==> src/rtl/hexrec_pkg.sv <==
package hexrec_pkg;

  localparam int ADDR_W = 16;
  localparam int BYTE_W = 8;

  localparam logic [7:0] CH_COLON = 8'h3A;

  typedef enum logic [2:0] {
    ST_IDLE,
    ST_COUNT,
    ST_ADDRH,
    ST_ADDRL,
    ST_TYPE,
    ST_DATA,
    ST_CSUM,
    ST_EOF
  } parseState_t;

  // strobes from control to datapath, all single-cycle
  typedef struct packed {
    logic takeHi;
    logic clrSum;
    logic addSum;
    logic ldCount;
    logic ldAddrHi;
    logic ldAddrLo;
    logic ldType;
    logic wrData;
    logic setErr;
    logic setDone;
  } ctrlStrobes_t;

endpackage

==> src/rtl/hexrec_dpath.sv <==
module hexrec_dpath
  import hexrec_pkg::*;
#(
  parameter int REM_W = 5
) (
  input  logic                 clk,
  input  logic                 rstN,
  input  logic [7:0]           chData,
  input  ctrlStrobes_t         strb,
  output logic                 isHex,
  output logic                 isColon,
  output logic [BYTE_W-1:0]    curByte,
  output logic [BYTE_W-1:0]    sumWithByte,
  output logic [REM_W-1:0]     remain,
  output logic                 isEof,
  output logic                 memWe,
  output logic [ADDR_W-1:0]    memAddr,
  output logic [BYTE_W-1:0]    memData,
  output logic                 errFlag,
  output logic                 doneFlag
);

  logic [3:0]        nibVal;
  logic [3:0]        hiNib;
  logic [BYTE_W-1:0] sumAcc;
  logic [ADDR_W-1:0] addrPtr;

  // ASCII hex digit decode, both letter cases
  always_comb begin
    isHex  = 1'b1;
    nibVal = 4'h0;
    if (chData >= 8'h30 && chData <= 8'h39) begin
      nibVal = chData[3:0];
    end else if ((chData >= 8'h41 && chData <= 8'h46) ||
                 (chData >= 8'h61 && chData <= 8'h66)) begin
      nibVal = chData[3:0] + 4'd9;
    end else begin
      isHex = 1'b0;
    end
  end

  assign isColon     = (chData == CH_COLON);
  assign curByte     = {hiNib, nibVal};
  assign sumWithByte = sumAcc + curByte;

  always_ff @(posedge clk) begin
    if (!rstN) begin
      hiNib    <= '0;
      sumAcc   <= '0;
      addrPtr  <= '0;
      remain   <= '0;
      isEof    <= 1'b0;
      memWe    <= 1'b0;
      memAddr  <= '0;
      memData  <= '0;
      errFlag  <= 1'b0;
      doneFlag <= 1'b0;
    end else begin
      memWe <= 1'b0;
      if (strb.takeHi) hiNib <= nibVal;
      if (strb.clrSum) sumAcc <= '0;
      else if (strb.addSum) sumAcc <= sumWithByte;
      if (strb.ldCount) remain <= curByte[REM_W-1:0];
      if (strb.ldAddrHi) addrPtr[ADDR_W-1:8] <= curByte;
      if (strb.ldAddrLo) addrPtr[7:0] <= curByte;
      if (strb.ldType) isEof <= curByte[0];
      if (strb.wrData) begin
        memWe   <= 1'b1;
        memAddr <= addrPtr;
        memData <= curByte;
        addrPtr <= addrPtr + 1'b1;
        remain  <= remain - 1'b1;
      end
      if (strb.setErr) errFlag <= 1'b1;
      if (strb.setDone) doneFlag <= 1'b1;
    end
  end

endmodule

==> src/rtl/hexrec_ctrl.sv <==
module hexrec_ctrl
  import hexrec_pkg::*;
#(
  parameter int MAX_COUNT = 16,
  parameter int REM_W     = 5
) (
  input  logic              clk,
  input  logic              rstN,
  input  logic              chValid,
  input  logic              isHex,
  input  logic              isColon,
  input  logic [BYTE_W-1:0] curByte,
  input  logic [BYTE_W-1:0] sumWithByte,
  input  logic [REM_W-1:0]  remain,
  input  logic              isEof,
  output logic              chReady,
  output ctrlStrobes_t      strb
);

  localparam logic [BYTE_W-1:0] COUNT_LIMIT = BYTE_W'(MAX_COUNT);
  localparam logic [REM_W-1:0]  REM_ONE     = REM_W'(1);

  parseState_t st, stNext;
  logic        wantHi, wantHiNext;
  logic        accept;

  assign chReady = (st != ST_EOF);
  assign accept  = chValid && chReady;

  always_comb begin
    strb       = '0;
    stNext     = st;
    wantHiNext = wantHi;
    case (st)
      ST_IDLE: begin
        if (accept && isColon) begin
          stNext      = ST_COUNT;
          wantHiNext  = 1'b1;
          strb.clrSum = 1'b1;
        end
      end
      ST_EOF: ;
      default: begin
        if (accept) begin
          if (!isHex) begin
            strb.setErr = 1'b1;
            stNext      = ST_IDLE;
          end else if (wantHi) begin
            strb.takeHi = 1'b1;
            wantHiNext  = 1'b0;
          end else begin
            wantHiNext  = 1'b1;
            strb.addSum = 1'b1;
            case (st)
              ST_COUNT: begin
                if (curByte > COUNT_LIMIT) begin
                  strb.setErr = 1'b1;
                  stNext      = ST_IDLE;
                end else begin
                  strb.ldCount = 1'b1;
                  stNext       = ST_ADDRH;
                end
              end
              ST_ADDRH: begin
                strb.ldAddrHi = 1'b1;
                stNext        = ST_ADDRL;
              end
              ST_ADDRL: begin
                strb.ldAddrLo = 1'b1;
                stNext        = ST_TYPE;
              end
              ST_TYPE: begin
                if (curByte > 8'h01) begin
                  strb.setErr = 1'b1;
                  stNext      = ST_IDLE;
                end else begin
                  strb.ldType = 1'b1;
                  stNext      = (remain == '0) ? ST_CSUM : ST_DATA;
                end
              end
              ST_DATA: begin
                strb.wrData = 1'b1;
                if (remain == REM_ONE) stNext = ST_CSUM;
              end
              ST_CSUM: begin
                if (sumWithByte != '0) begin
                  strb.setErr = 1'b1;
                  stNext      = ST_IDLE;
                end else if (isEof) begin
                  strb.setDone = 1'b1;
                  stNext       = ST_EOF;
                end else begin
                  stNext = ST_IDLE;
                end
              end
              default: stNext = ST_IDLE;
            endcase
          end
        end
      end
    endcase
  end

  always_ff @(posedge clk) begin
    if (!rstN) begin
      st     <= ST_IDLE;
      wantHi <= 1'b1;
    end else begin
      st     <= stNext;
      wantHi <= wantHiNext;
    end
  end

endmodule

==> src/rtl/hexrec_loader.sv <==
module hexrec_loader
  import hexrec_pkg::*;
#(
  parameter int MAX_COUNT = 16
) (
  input  logic        clk,
  input  logic        rstN,
  input  logic        chValid,
  input  logic [7:0]  chData,
  output logic        chReady,
  output logic        memWe,
  output logic [15:0] memAddr,
  output logic [7:0]  memData,
  output logic        errFlag,
  output logic        doneFlag
);

  localparam int REM_W = $clog2(MAX_COUNT + 1);

  ctrlStrobes_t      strb;
  logic              isHex;
  logic              isColon;
  logic [BYTE_W-1:0] curByte;
  logic [BYTE_W-1:0] sumWithByte;
  logic [REM_W-1:0]  remain;
  logic              isEof;

  hexrec_ctrl #(
    .MAX_COUNT(MAX_COUNT),
    .REM_W    (REM_W)
  ) u_ctrl (
    .clk        (clk),
    .rstN       (rstN),
    .chValid    (chValid),
    .isHex      (isHex),
    .isColon    (isColon),
    .curByte    (curByte),
    .sumWithByte(sumWithByte),
    .remain     (remain),
    .isEof      (isEof),
    .chReady    (chReady),
    .strb       (strb)
  );

  hexrec_dpath #(
    .REM_W(REM_W)
  ) u_dpath (
    .clk        (clk),
    .rstN       (rstN),
    .chData     (chData),
    .strb       (strb),
    .isHex      (isHex),
    .isColon    (isColon),
    .curByte    (curByte),
    .sumWithByte(sumWithByte),
    .remain     (remain),
    .isEof      (isEof),
    .memWe      (memWe),
    .memAddr    (memAddr),
    .memData    (memData),
    .errFlag    (errFlag),
    .doneFlag   (doneFlag)
  );

endmodule

==> config.mk <==
export PLATFORM = sky130hd
export DESIGN_NAME = hexrec_loader
export DESIGN_NICKNAME = d
export VERILOG_FILES = /design/src/rtl/hexrec_pkg.sv /design/src/rtl/hexrec_dpath.sv /design/src/rtl/hexrec_ctrl.sv /design/src/rtl/hexrec_loader.sv
export SDC_FILE = /design/constraint.sdc
export NUM_CORES = 1
export LEC_CHECK = 0
export ABC_AREA = 1
export BUFFER_PORTS_ARGS = -buffer_cell sky130_fd_sc_hd__buf_2
export CAP_MARGIN = 30
export CELL_PAD_IN_SITES_DETAIL_PLACEMENT = 0
export CELL_PAD_IN_SITES_GLOBAL_PLACEMENT = 1
export CORE_ASPECT_RATIO = 1.1
export CORE_MARGIN = 3
export CORE_UTILIZATION = 30
export CTS_BUF_LIST = sky130_fd_sc_hd__clkbuf_4 sky130_fd_sc_hd__clkbuf_8 sky130_fd_sc_hd__clkbuf_16
export DETAILED_ROUTE_END_ITERATION = 6
export GPL_TIMING_DRIVEN = 0
export PLACE_DENSITY = 0.57
export SYNTH_ARGS = -nofsm -noshare
export SYNTH_HDL_FRONTEND = slang
export SYNTH_HIERARCHICAL = 1
export SYNTH_SLANG_ARGS = --single-unit
==> constraint.sdc <==
create_clock -name clk -period 3.8 [get_ports clk]
set_input_delay 0.76 -clock clk [delete_from_list [all_inputs] [get_ports clk]]
set_output_delay 0.76 -clock clk [all_outputs]
set_load 0.02 [all_outputs]
==> results.md <==
Status:
- The flow ran to the end, and the final reports show no timing, DRC or antenna violations.

Route:
- After detailed routing, the average wire length per cell comes to 14.98 um.
- The routed layout has 3839 vias.
- Once detail routing completed, the nets flagged for antenna violations numbered 0.
- The detailed router finished its first iteration with 174 violations.
- The per-cell via count in the routed design is 4.853.
- The pre-antenna-repair detailed-routing pass consisted of 4 iterations.
- The number of DRC violations after detailed routing is 0.
- The detailed-route wire length is 11850 um.

STA:
- The final-report setup violation count is 0.
- Dividing the final minimum period by the clock period gives 91.38%.
- Derived from the worst setup path, the maximum achievable clock frequency is 0.2880 GHz.
- Setup repair after global routing left no endpoint under its margin.
- The final count of pins violating max slew is 0.
- Between clock sinks in the finished design, the worst skew comes to 0.006391 ns.
- The count of endpoints failing hold in the final timing report is 0.
- The slew at the pin closest to its max-slew limit is 0.6347 ns.
- Measured against its own limit, the worst slew margin works out to 57.36%.
- The smallest clock period supported by the final layout is computed as 3.472 ns.

Critical path:
- The critical path is of the input port to register type.
- STA classifies the critical path endpoint as a register.
- The signal on the critical path passes through buf_2 -> inv_1 -> ha_1 -> nor2_1 -> nand2_1 -> nand3_1 -> nand2_2 -> ha_1 -> fa_1 -> a31oi_1 -> xor2_1 -> nor2_1 -> nand2_1 -> nor2_2 -> or2_1 -> nand3_1 -> nand2_1 -> a21oi_1 -> nor2_1 -> nor2_1.
- For this design, the slowest cell found on the critical path is fa_1.
- For the worst setup path, the data required time is 4.07 ns.
- The most frequent cell on the critical path is nor2_1.
- In this run the worst path has a maximum fanout of 6.
- The delay contributed by the slowest stage of the critical path is 0.48 ns.
- At the worst endpoint, the arrival time is 3.74 ns.
- The launching element type of the critical path is an input port.

Final layout:
- Cells fill 36.58% of the core in the end.
- Once layout is complete, the cells apart from fillers number 791.
- The number of antenna diodes is 0.
- The number of nets in the layout is 654.
- The share of cells above drive strength 1 is 17.98%.
- Relative to the synthesized area, the layout overhead comes to 18.18%.
- The filler cells instantiated in the layout total 1410.

Global route:
- The combined global-route utilization of all metal layers is 17.05%.
- The initial antenna violation count is 0.
- Global routing used 28.71% of the available met2 tracks.
- Entering global routing, the biggest net connects 14 pins.
- The global-route track usage on met3 is 2.499%.
- The routing layer with the top usage in global route is met2.
- The global-route wire length before repair is 19140 um.
- Global routing used 21.88% of the available met1 tracks.
- The total overflow left after global routing is 0.
- The via count of the first global-routing pass is 3639.

Pwr:
- The design internal power is 1.284 mW.
- The fraction of power spent switching nets is 23.91%.
- The worst-case IR drop observed on VDD is 0.2313 mV.
- Summed over all nets, the switching power comes to 403.4 uW.
- The share of total power in combinational logic is 4.3%.
- The power density normalized to cell area is 363.2 nW/um^2.
- Of the total power, registers draw 40.4%.
- The clock network burns 55.3% of the power.
- The analysis attributes to cell leakage a power of 2.173 nW.

Clocking:
- The clock net sink count is 65.
- The CTS clock-pin slew for the worst setup and hold paths is 0.06 ns.
- At the later pin of the worst-skew pair, clock insertion delay measures 0.34 ns.
- TritonCTS built the clock tree.
- Hold repair after CTS inserted 0 buffers.
- Clock tree synthesis selected as its root buffer the cell clkbuf_16.
- The maximum buffer depth of the clock tree is 2.
- The number of CTS-inserted buffers is 9.
- The H-tree depth is 3.
- Post-CTS timing repair inserted 0 buffers for setup.

Logic synthesis:
- The number of flops mapped to enable cells by yosys is 0.
- The post-synthesis sequential area ratio is 33.11%.
- The register bit total from synthesis is 65.
- The number of instances in the synthesized netlist is 580.
- The number of nets in the synthesized netlist is 605.
- The synthesis warning total is 6.
- The cell area after synthesis is 3930 um^2.
- The number of library cell types mapped by synthesis is 42.
- In the synthesized netlist the async set-or-reset flop fraction comes to 0%.
- The average instance in the mapped netlist occupies 6.776 um^2.
- The flip-flop cell with the highest count after synthesis is dfxtp_1.

Placement:
- The number of port buffers is 38.
- Counting tap cells, the placed design contains a total of 775 instances.
- The weighted congestion reported at the end of routability-driven placement is 0.8082.
- The half-perimeter wire length after detailed placement is 9008 um.

Worst hold path:
- The class of the most critical hold timing path is register to register.

Job:
- The max-cap violation count is 0.

Die:
- The number of standard-cell rows in the floorplan is 43.
- The area of the core is 12700 um^2.
- The initial utilization of the core area, before any placement, comes to 30.95%.
- The count of boundary I/O pins is 39.
- The die boundary width is 115.1 um.
- The total die area is 14510 um^2.
- From bottom edge to top edge, the die measures 126.0 um.
[cell usage in the layout, fill, tap and decap left out, drive strengths merged, types with 2 or more instances in the layout]
| cell type | instances |
|---|---|
| clkinv | 3 |
| clkbuf | 17 |
| a21oi | 47 |
| nand4 | 10 |
| xor2 | 4 |
| nand3 | 55 |
| xnor2 | 3 |
| nor3 | 13 |
| ha | 13 |
| bufinv | 2 |
| o21ai | 48 |
| inv | 82 |
| nor2 | 99 |
| dfxtp | 65 |
| nand2 | 106 |
| buf | 47 |
| a31oi | 5 |
| o211ai | 4 |
[worst paths after layout]
check	from	end	slack, ns	depth (start not counted)
hold / removal	u_dpath/memAddr[12]$_SDFFE_PN0P_	u_dpath/memAddr[12]$_SDFFE_PN0P_	0.46	2
setup / recovery	chData[1]	u_dpath/errFlag$_SDFFE_PN0P_	0.33	20
setup reg to reg	u_ctrl/st[0]$_SDFFE_PN0P_	u_dpath/addrPtr[15]$_SDFFE_PN0P_	1.38	12
hold reg to reg	u_dpath/memAddr[12]$_SDFFE_PN0P_	u_dpath/memAddr[12]$_SDFFE_PN0P_	0.46	2
[registers in the layout, summed over array words and instances, names as in the netlist]
signal and cells:
u_ctrl/st 3, u_ctrl/wantHi 1, u_dpath/addrPtr 16, u_dpath/doneFlag 1, u_dpath/errFlag 1, u_dpath/hiNib 4, u_dpath/isEof 1, u_dpath/memAddr 16
u_dpath/memData 8, u_dpath/memWe 1, u_dpath/remain 5, u_dpath/sumAcc 8
[power by group through the flow]
stage	Combinational, mW	Clock (mW)	Sequential, mW
6_report	0.0724	0.933	0.681
4_1_cts	0.0733	0.962	0.681
5_1_grt	0.0809	0.994	0.681
3_3_place_gp	0.0725	0	0.697
3_5_place_dp	0.0732	0	0.697
2_1_floorplan	0.0458	0	0.697
[layout make-up]
class / instances / area, um^2 / share of cell area [%]
clock inverter: 7 / 100.1 / 2.155
inverter: 80 / 300.3 / 6.466
sequential: 65 / 1301 / 28.02
clock buffer: 9 / 225.2 / 4.849
multi-input combinational: 418 / 2248 / 48.41
tap: 157 / 196.4 / 4.230
buffer: 17 / 82.58 / 1.778
timing repair buffer: 38 / 190.2 / 4.095
[per-stage QoR]
stage / total power [mW] / TNS [ns] / setup WS (ns) / hold slack [ns] / instance area (um^2)
detailed placement: 0.7698 / -0.05752 / -0.05752 / 0.4522 / 4317
floorplan: 0.7425 / 0 / 0.6230 / 0.4444 / 3930
global placement: 0.7692 / -0.08211 / -0.08211 / 0.4486 / 4317
global route: 1.755 / 0 / 0.03906 / 0.4850 / 4644
CTS: 1.717 / 0 / 0.2797 / 0.4628 / 4642
finish: 1.687 / 0 / 0.3276 / 0.4575 / 4644
[worst max-delay path, delay by kind of cell]
kind | cells | cell delay [ns]
AOI/OAI and AO/OA | 2 | 0.38
adders and majority gates | 3 | 0.94
and+or+nand+nor | 12 | 1.27
xor gates and xnor gates | 1 | 0.20
buffers and inverters | 2 | 0.20
[cell usage after synthesis, types with 2 or more instances]
| library cell | n | share of area [%] |
|---|---|---|
| clkbuf_1 | 8 | 0.76 |
| o21ai_0 | 38 | 4.8 |
| inv_1 | 67 | 6.4 |
| nor3_1 | 11 | 1.4 |
| xor2_1 | 4 | 0.89 |
| o21ai_2 | 2 | 0.45 |
| nand2_1 | 95 | 9.1 |
| o211ai_1 | 4 | 0.76 |
| inv_2 | 12 | 1.1 |
| a21oi_2 | 2 | 0.45 |
| xnor2_1 | 3 | 0.67 |
| nor2_4 | 2 | 0.57 |
| nand3_1 | 45 | 5.7 |
| nand2_4 | 5 | 1.4 |
| nand3_4 | 5 | 2.2 |
| nand2_2 | 6 | 0.96 |
| buf_4 | 3 | 0.57 |
| nor2_1 | 89 | 8.5 |
| a31oi_1 | 5 | 0.80 |
| nor2_2 | 8 | 1.3 |
| buf_2 | 6 | 0.76 |
| nand3_2 | 5 | 1.3 |
| o21ai_1 | 7 | 0.89 |
| a21oi_1 | 45 | 5.7 |
| dfxtp_1 | 65 | 33 |
| ha_1 | 13 | 4.1 |
| nand4_1 | 10 | 1.6 |
[routing by layer]
layer / part of all wire [%] / vias to the layer above
met5: 0 / -
li1: - / 2005
met1: 45 / 1764
met4: 1.9 / 0
met2: 50 / 56
met3: 3.2 / 14
[what timing repair did]
item,4_1_cts,5_1_grt
hold endpoints to repair,0,0
gates resized for setup,0,2
setup endpoints to repair,0,1
[cells by family (layout without fill, tap and decap cells)]
group,count (synthesis),after routing,share of synthesized area (%)
AO/OA/AOI/OAI,111,111,15.73
flip-flops,65,65,33.11
XOR/XNOR,7,7,1.560
buffers and inverters,97,151,9.742
adder cells (fa/ha/maj),14,14,4.648
AND/OR/NAND/NOR,286,286,35.21
(Power assumes the default switching activity.)
